## config.mk

```make
export PLATFORM = sky130hd
export DESIGN_NAME = wp_status_ctrl
export DESIGN_NICKNAME = d
export VERILOG_FILES = /design/src/rtl/wpc_pkg.sv /design/src/rtl/wpc_track.sv /design/src/rtl/wpc_gate.sv /design/src/rtl/wpc_regs.sv /design/src/rtl/wp_status_ctrl.sv
export SDC_FILE = /design/constraint.sdc
export NUM_CORES = 1
export LEC_CHECK = 0
export CORE_MARGIN = 5
export CORE_UTILIZATION = 50
export DETAILED_ROUTE_END_ITERATION = 10
export GPL_ROUTABILITY_DRIVEN = 0
export PLACE_DENSITY = 0.82
export SYNTH_ARGS = -nofsm -noshare
export SYNTH_HDL_FRONTEND = slang
export SYNTH_SLANG_ARGS = --single-unit
```

## constraint.sdc

```tcl
create_clock -name clk -period 3.74 [get_ports clk]
set_input_delay 0.935 -clock clk [delete_from_list [all_inputs] [get_ports clk]]
set_output_delay 0.935 -clock clk [all_outputs]
set_load 0.02 [all_outputs]
```

## src/rtl/wpc_pkg.sv

```systemverilog
package wpc_pkg;

  localparam int NQ = 4;

  localparam int ST_BUSY  = 0;
  localparam int ST_WEL   = 1;
  localparam int ST_BP_LO = 2;
  localparam int ST_WPEN  = 7;

  typedef enum logic [2:0] {
    OP_WREN   = 3'd0,
    OP_WRDI   = 3'd1,
    OP_RDSR   = 3'd2,
    OP_WRSR   = 3'd3,
    OP_PROG   = 3'd4,
    OP_SERASE = 3'd5,
    OP_BERASE = 3'd6,
    OP_CERASE = 3'd7
  } wpc_op_e;

  function automatic logic is_write_cls(input wpc_op_e op);
    return (op == OP_WRSR) || op[2];
  endfunction

  function automatic logic [NQ-1:0] prot_mask(input logic [1:0] lvl);
    logic [NQ-1:0] m;
    case (lvl)
      2'b00:   m = 4'b0000;
      2'b01:   m = 4'b1000;
      2'b10:   m = 4'b1100;
      default: m = 4'b1111;
    endcase
    return m;
  endfunction

  function automatic logic [7:0] pack_status(input logic bsy, input logic wel,
                                             input logic [1:0] lvl, input logic pen);
    logic [7:0] s;
    s = 8'h00;
    s[ST_BUSY] = bsy;
    s[ST_WEL] = wel;
    s[ST_BP_LO +: 2] = lvl;
    s[ST_WPEN] = pen;
    return s;
  endfunction

endpackage

```

## src/rtl/wpc_track.sv

```systemverilog
module wpc_track
  import wpc_pkg::*;
#(
  parameter int ADDR_W = 17
) (
  input  logic              clk,
  input  logic              rst_n,
  input  logic              cs_n,
  input  logic              wp_n,
  input  logic              pen,
  input  logic              busy,
  input  logic              cmd_stb,
  input  wpc_op_e           cmd_op,
  input  logic [ADDR_W-1:0] cmd_addr,
  input  logic [2:0]        cmd_sbits,
  output logic              sel_end,
  output logic              pend,
  output logic              abort,
  output wpc_op_e           pend_op,
  output logic [ADDR_W-1:0] pend_addr,
  output logic [2:0]        pend_sbits,
  output logic              wren_acc,
  output logic              wrdi_acc
);

  logic cs_q;
  logic live;
  logic take;
  logic pin_trip;

  assign sel_end  = !cs_q && cs_n;
  assign live     = cmd_stb && !cs_n && !busy;
  assign take     = live && is_write_cls(cmd_op) && !pend;
  assign wren_acc = live && (cmd_op == OP_WREN);
  assign wrdi_acc = live && (cmd_op == OP_WRDI);
  assign pin_trip = pend && (pend_op == OP_WRSR) && !cs_n && !wp_n && pen;

  always_ff @(posedge clk or negedge rst_n) begin
    if (!rst_n) begin
      cs_q <= 1'b1;
    end else begin
      cs_q <= cs_n;
    end
  end

  always_ff @(posedge clk or negedge rst_n) begin
    if (!rst_n) begin
      pend       <= 1'b0;
      abort      <= 1'b0;
      pend_op    <= OP_WREN;
      pend_addr  <= '0;
      pend_sbits <= '0;
    end else if (take) begin
      pend       <= 1'b1;
      abort      <= 1'b0;
      pend_op    <= cmd_op;
      pend_addr  <= cmd_addr;
      pend_sbits <= cmd_sbits;
    end else if (sel_end) begin
      pend  <= 1'b0;
      abort <= 1'b0;
    end else if (pin_trip) begin
      abort <= 1'b1;
    end
  end

endmodule

```

## src/rtl/wpc_gate.sv

```systemverilog
module wpc_gate
  import wpc_pkg::*;
#(
  parameter int ADDR_W = 17
) (
  input  wpc_op_e           op,
  input  logic [ADDR_W-1:0] addr,
  input  logic              abort,
  input  logic              wel,
  input  logic [1:0]        lvl,
  input  logic              pen,
  input  logic              wp_n,
  output logic              hw_lock,
  output logic              allow,
  output logic [NQ-1:0]     mask
);

  localparam int QW = $clog2(NQ);

  logic [NQ-1:0] locked;
  logic [NQ-1:0] hit;
  logic [QW-1:0] tq;
  logic          ok;

  assign hw_lock = !wp_n && pen;
  assign locked  = prot_mask(lvl);
  assign tq      = addr[ADDR_W-1 -: QW];

  for (genvar q = 0; q < NQ; q++) begin : g_quarter
    assign hit[q] = (tq == QW'(q));
  end

  always_comb begin
    ok   = 1'b0;
    mask = '0;
    case (op)
      OP_WRSR: begin
        ok = !hw_lock && !abort;
      end
      OP_CERASE: begin
        mask = ~locked;
        ok   = |mask;
      end
      OP_PROG, OP_SERASE, OP_BERASE: begin
        mask = hit;
        ok   = !(|(hit & locked));
      end
      default: begin
        ok = 1'b0;
      end
    endcase
  end

  assign allow = wel && ok;

endmodule

```

## src/rtl/wpc_regs.sv

```systemverilog
module wpc_regs
  import wpc_pkg::*;
#(
  parameter logic [1:0] LVL_RST = 2'b00,
  parameter logic       PEN_RST = 1'b0
) (
  input  logic       clk,
  input  logic       rst_n,
  input  logic       wren_acc,
  input  logic       wrdi_acc,
  input  logic       start,
  input  wpc_op_e    start_op,
  input  logic [2:0] start_sbits,
  input  logic       done,
  output logic       busy,
  output logic       wel,
  output logic [1:0] lvl,
  output logic       pen,
  output logic       finish
);

  logic       cyc_sr;
  logic [2:0] stage;

  assign finish = done && busy;

  always_ff @(posedge clk or negedge rst_n) begin
    if (!rst_n) begin
      busy   <= 1'b0;
      wel    <= 1'b0;
      cyc_sr <= 1'b0;
      stage  <= '0;
    end else if (start) begin
      busy   <= 1'b1;
      cyc_sr <= (start_op == OP_WRSR);
      stage  <= start_sbits;
    end else if (finish) begin
      busy   <= 1'b0;
      wel    <= 1'b0;
      cyc_sr <= 1'b0;
    end else if (wrdi_acc) begin
      wel <= 1'b0;
    end else if (wren_acc) begin
      wel <= 1'b1;
    end
  end

  always_ff @(posedge clk or negedge rst_n) begin
    if (!rst_n) begin
      lvl <= LVL_RST;
      pen <= PEN_RST;
    end else if (finish && cyc_sr) begin
      pen <= stage[2];
      lvl <= stage[1:0];
    end
  end

endmodule

```

## src/rtl/wp_status_ctrl.sv

```systemverilog
module wp_status_ctrl
  import wpc_pkg::*;
#(
  parameter int         ADDR_W  = 17,
  parameter logic [1:0] LVL_RST = 2'b00,
  parameter logic       PEN_RST = 1'b0
) (
  input  logic              clk,
  input  logic              rst_n,
  input  logic              cs_n,
  input  logic              wp_n,
  input  logic              cmd_stb,
  input  logic [2:0]        cmd_op,
  input  logic [ADDR_W-1:0] cmd_addr,
  input  logic [7:0]        cmd_data,
  input  logic              cyc_done,
  output logic              grant,
  output logic              deny,
  output logic [2:0]        grant_op,
  output logic [ADDR_W-1:0] grant_addr,
  output logic [3:0]        grant_mask,
  output logic              busy,
  output logic [7:0]        status
);

  wpc_op_e           op_in;
  wpc_op_e           pend_op;
  logic              sel_end, pend, abort;
  logic [ADDR_W-1:0] pend_addr;
  logic [2:0]        pend_sbits;
  logic              wren_acc, wrdi_acc;
  logic              wel, pen, finish, hw_lock, allow;
  logic [1:0]        lvl;
  logic [NQ-1:0]     mask;
  logic              decide, grant_d, deny_d;
  logic              unused_data_bits;

  assign op_in            = wpc_op_e'(cmd_op);
  assign unused_data_bits = ^{cmd_data[6:4], cmd_data[1:0]};

  wpc_track #(.ADDR_W(ADDR_W)) u_track (
    .clk(clk), .rst_n(rst_n), .cs_n(cs_n), .wp_n(wp_n), .pen(pen), .busy(busy),
    .cmd_stb(cmd_stb), .cmd_op(op_in), .cmd_addr(cmd_addr),
    .cmd_sbits({cmd_data[ST_WPEN], cmd_data[ST_BP_LO +: 2]}),
    .sel_end(sel_end), .pend(pend), .abort(abort), .pend_op(pend_op),
    .pend_addr(pend_addr), .pend_sbits(pend_sbits),
    .wren_acc(wren_acc), .wrdi_acc(wrdi_acc)
  );

  wpc_gate #(.ADDR_W(ADDR_W)) u_gate (
    .op(pend_op), .addr(pend_addr), .abort(abort), .wel(wel), .lvl(lvl),
    .pen(pen), .wp_n(wp_n), .hw_lock(hw_lock), .allow(allow), .mask(mask)
  );

  assign decide  = sel_end && pend;
  assign grant_d = decide && allow;
  assign deny_d  = decide && !allow;

  wpc_regs #(.LVL_RST(LVL_RST), .PEN_RST(PEN_RST)) u_regs (
    .clk(clk), .rst_n(rst_n), .wren_acc(wren_acc), .wrdi_acc(wrdi_acc),
    .start(grant_d), .start_op(pend_op), .start_sbits(pend_sbits),
    .done(cyc_done), .busy(busy), .wel(wel), .lvl(lvl), .pen(pen),
    .finish(finish)
  );

  always_ff @(posedge clk or negedge rst_n) begin
    if (!rst_n) begin
      grant      <= 1'b0;
      deny       <= 1'b0;
      grant_op   <= '0;
      grant_addr <= '0;
      grant_mask <= '0;
    end else begin
      grant <= grant_d;
      deny  <= deny_d;
      if (grant_d) begin
        grant_op   <= pend_op;
        grant_addr <= pend_addr;
        grant_mask <= mask;
      end
    end
  end

  assign status = pack_status(busy, wel, lvl, pen);

endmodule

```

======== Word level (Yosys, flattened, before mapping) ========
Cells that the tools add are included.
word-level totals
  flip-flop bits (word level) ............. 61
  input bits .............................. 34
  output and inout port bits .............. 35
cells by class
  eq/ne operators ......................... 12
  muxes and demuxes ....................... 14
  bitwise logic cells ..................... 3
  reduce and logical (&&, ||, !) cells .... 40
operators by type and width
  operator            count
  $logic_and 1x1->1   19
  $eq 3x3->1 const B  4
  $pmux 4 s3          1
  $mux 1              11
  $logic_not 1->1     9
  $pmux 4 s2          1
  $reduce_or 4->1     2
  $eq 2x2->1 const B  3
  $eq 3x2->1 const B  2
  $reduce_bool 3->1   2
  $and 4x4->4         1
  $eq 2x1->1 const B  2
  $logic_not 2->1     2
  $not 4->4           1
  $reduce_bool 2->1   2
  $eq 3x1->1 const B  1
  $logic_not 3->1     1
  $pmux 1 s3          1
  $reduce_or 3->1     1
  $reduce_and 2->1    1
  $logic_or 1x1->1    1
  $not 1->1           1

======== Longest topological paths before layout ========
  word-level depth ........................ 10
  mapped depth ............................ 5

======== Hierarchy ========
From an unflattened synthesis, not the netlist that was laid out.
unflattened totals
  cell total of the unflattened synthesis .. 175
  area total of the unflattened synthesis .. 2,625.0 um^2
modules (own cells, without submodules)
  module          instances  cells an instance  area an instance (um^2)
  wp_status_ctrl  1          63                 1,092.3
  wpc_track       1          65                 1,037.2
  wpc_regs        1          26                 366.6
  wpc_gate        1          21                 128.9

======== Least setup slack after synthesis ========
Ideal clock, no wire load.
  kind .................................... input -> register
  start point ............................. input port cs_n
  end point ............................... register u_track.pend_addr[0]
  arrival ................................. 2.103 ns
  required time ........................... 3.615 ns
  slack ................................... 1.512 ns
  cell stages on the path ................. 4
  buffers on the path ..................... 1
  cell sequence ........................... or3b_4 > nor3_4 > buf_6 > mux2_2
on the way
  longest elaborated chain between the ends .. 5
ends and longest elaborated chain
  item                            line                  text
  start: declaration              wp_status_ctrl.sv:10  input logic cs_n,
  $logic_not 1->1                 wpc_track.sv:32       assign live = cmd_stb && !cs_n && !busy;
  $logic_and 1x1->1 (2 in a row)  wpc_track.sv:32
  $logic_and 1x1->1 (2 in a row)  wpc_track.sv:33       assign take = live && is_write_cls(cmd_op) && !pend;
  end signal: assignment          wpc_track.sv:57       pend_addr <= cmd_addr;
  end: declaration                wpc_track.sv:20       output logic [ADDR_W-1:0] pend_addr,
No other way between the ends.
A chain may end at the register's enable or synchronous reset.

======== Worst setup path in the final report ========
  start point ............................. input port cs_n
  end point ............................... register u_regs.stage[1]
on the way
  longest elaborated chain between the ends .. 3
ends and longest elaborated chain
  item                    line                  text
  $logic_and 1x1->1       wpc_track.sv:31       assign sel_end = !cs_q && cs_n;
  $logic_and 1x1->1       wp_status_ctrl.sv:55  assign decide = sel_end && pend;
  $logic_and 1x1->1       wp_status_ctrl.sv:56  assign grant_d = decide && allow;
  end signal: assignment  wpc_regs.sv:36        stage <= start_sbits;
  end: declaration        wpc_regs.sv:23        logic [2:0] stage;
No other way between the ends.

==> metrics.md <==
| Metric | Value |
|---|---|
| Hold buffer count at CTS | 0 |
| FFs w/ async S/R, synth | 100% |
| Synth-to-layout area growth | 30.8% |
| Port Buffers | 60 |
| Switching Share | 30.1% |
| Share of layout cells above drive strength 1 | 33.5% |
| Worst hold start | u_track.pend_addr[3] |
| Final hold viol count | 0 |
| Sequential area share after synthesis | 58.4% |
| Xor and xnor area share after synthesis | 0% |
| CTS H-tree lvls | 3 |
| Pre-Repair DR Iteration Count | 4 |
| Via count | 1530 |
| Syn Area/Cell | 15.3 um2 |
| Pwr Total | 2.40 mW |
| Fmax | 380 MHz |
| WP data arrival | 2.84 ns |
| Min-delay worst type | reg2reg |
| Post-synthesis mux area share | 26.7% |
| Nets | 272 |
| Largest net degree at the start of global routing | 28 |
| Routed wire per std cell | 15.6 um |
| # rows | 26 |
| GR Overflow Total | 0 |
| Compound-gate portion of the synthesized area | 3.59% |
| Antenna fix cells | 0 |
| Die Wd | 82.3 um |
| Resized cells post-CTS | 0 |
| DIE AREA | 6780 um2 |
| RSZ-0062 raised after global routing | false |
| Net Switching | 722 uW |
| PwrDens | 700 nW/um2 |
| Placed inst area | 3240 um2 |
| Worst-path maximum fanout | 22 |
| Via density | 4.90 |
| Synth Register Bits | 61 |
| Setup TNS | 0 ns |
| Mapped cell area | 2620 um2 |
| Register-to-register setup slack | 1.85 ns |
| Worst path slowest cell | clkdlybuf4s50_1 |
| Comb power frac | 35.0% |
| Status | completed |
| HPWL after detailed placement | 3390 um |
| Worst VDD drop | 0.000387 V |
| Reg2reg end | u_regs.stage[1] |
| Leak | 1.52 nW |
| Core area | 5110 um2 |
| Final worst path period share | 70.3% |
| Clock-pin slew on the worst setup and hold paths | 0.06 ns |
| Period minus WS final | 2.63 ns |
| Worst hold path endpoint | grant_addr[3] |
| Maximum buffer depth of the clock tree | 2 |
| Most frequent cells in the layout | dfrtp_1, clkdlybuf4s50_1, mux2_2 |
| Worst R2R Start | u_track.pend_op[2] |
| Reg2Reg Depth | 5 |
| Slew @ Worst Pin | 0.562 ns |
| Post-synthesis instance total | 171 |
| CP endpoint kind | flop |
| Number of global-route vias before repair | 1676 |
| Clk root buf | clkbuf_8 |
| Largest family of logic cells by synthesized area | multiplexers |
| Worst-skew pair later-pin latency | 0.33 ns |
| CTS tree | done |
| Final max-slew violation count | 0 |
| Synth Warn # | 0 |
| WHS Path Cells | 1 |
| Num CTS Buffers | 9 |
| DRC Markers | 0 |
| Final wirelength | 4870 um |
| Max stage delay on crit path | 0.54 ns |
| I/O pin cnt | 69 |
| Worst-case headroom to the max-slew limit | 62.6% |
| Post-synthesis adder-cell area fraction | 0% |
| Sink Count | 61 |
| Crit-path cells | clkdlybuf4s50_1 > nor2b_1 > nand3_1 > nor3_4 > buf_4 > mux2_4 |
| Initial antenna violation count | 0 |
| Post-CTS setup buffer count | 0 |
| First-iteration detailed-routing DRC count | 53 |
| GRT Overall Usage | 16.5% |
| Seq pwr share | 43.3% |
| Top FF cell, synth | dfrtp_1 |
| Initial Utilization | 51.2% |
| Clock share of power | 21.6% |
| First-pass GRT wire length | 8040 um |
| Die Y-Extent | 82.3 um |
| Commonest non-fill, non-tap cell in the layout | dfrtp_1 |
| Final instance area | 3420 um2 |
| ANT nets after route | 0 |
| Worst Path Required | 3.95 ns |
| EDFF count, synth | 0 |
| Synth Area in Simple Gates | 6.55% |
| Setup CP Type | in2reg |
| Synth cell types | 30 |
| Internal | 1.67 mW |
| Max cap viols | 0 |
| Post-route clock skew | 0.00537 ns |
| Final setup viols | 0 |
| Setup crit start kind | input port |
cell type report:
class / count / area, um2
tap: 70 / 87.6
timing repair buffer: 65 / 633
clock buffer: 14 / 173
inverter: 5 / 18.8
clock inverter: 1 / 5.00
fill: 384 / 1690
sequential: 61 / 1530
multi-input combinational: 96 / 976
routing by layer:
| layer | wire [um] | GRT usage (%) | vias up |
|---|---|---|---|
| met5 | 0 | 0 | - |
| met4 | 45 | 4.98 | 0 |
| met3 | 386 | 8.13 | 6 |
| met2 | 2320 | 25.9 | 43 |
| met1 | 2120 | 19.9 | 760 |
| li1 | - | - | 721 |
Yosys cell counts (all sizes together) (2+ instances only):
library cell	n	share of area [%]
mux2	52	26
nand2	6	0.86
buf	11	3.9
nand3	4	0.77
nor2b	2	0.48
a21o	2	0.57
o21ai	3	0.57
nor2	3	0.43
mux2i	2	0.77
dfrtp	60	57
a21oi	3	0.57
nor3	5	1.8
inv	5	0.72
registers in the layout (all words and copies together) (netlist names), 2 cells and up:
register	flops
grant_addr	17
u_track.pend_addr	17
grant_mask	4
grant_op	3
u_regs.stage	3
u_track.pend_op	3
u_track.pend_sbits	3
u_regs.lvl	2
cells by family after synthesis:
kind of cell | Yosys count
DFF | 61
muxes | 54
and+or+nand+nor | 27
buffers and inverters | 16
AOI/OAI and AO/OA | 12
other | 1
worst max-delay path: cells and delay by family:
kind / cells / cell delay [ns]
buf+inv: 2 / 0.93
simple gates: 3 / 0.62
mux: 1 / 0.34
worst max path at each step:
| stage | start | endpoint | slack [ns] | cells past startpoint |
|---|---|---|---|---|
| after floorplan | cs_n | u_track.pend_addr[0] | 1.51 | 4 |
| after global placement | cs_n | grant_mask[0] | 0.82 | 6 |
| after detailed placement | cs_n | u_regs.stage[1] | 0.76 | 6 |
| after CTS | cs_n | u_regs.stage[1] | 1.12 | 6 |
| after global routing | cs_n | u_regs.stage[1] | 0.99 | 6 |
| final | cs_n | u_regs.stage[1] | 1.11 | 6 |
power by group through the flow:
stage          logic [mW]  registers (mW)  clock network (mW)
4_1_cts             0.854            1.04               0.539
3_5_place_dp        0.850            1.05                   0
3_3_place_gp        0.832            1.04                   0
5_1_grt             0.897            1.07               0.576
2_1_floorplan       0.393            1.15                   0
6_report            0.839            1.04               0.518
per-stage QoR:
| step | std cells | setup WS, ns | util [%] | hold slack [ns] |
|---|---|---|---|---|
| final | 312 | 1.11 | 67.0 | 0.499 |
| after global routing | 312 | 0.992 | 67.0 | 0.519 |
| after CTS | 312 | 1.12 | 67.0 | 0.502 |
| after detailed placement | 297 | 0.761 | 63.5 | 0.492 |
| after global placement | 297 | 0.816 | 63.5 | 0.469 |
| after floorplan | 173 | 1.51 | - | 0.458 |
Power figures use the tool's default switching activity.
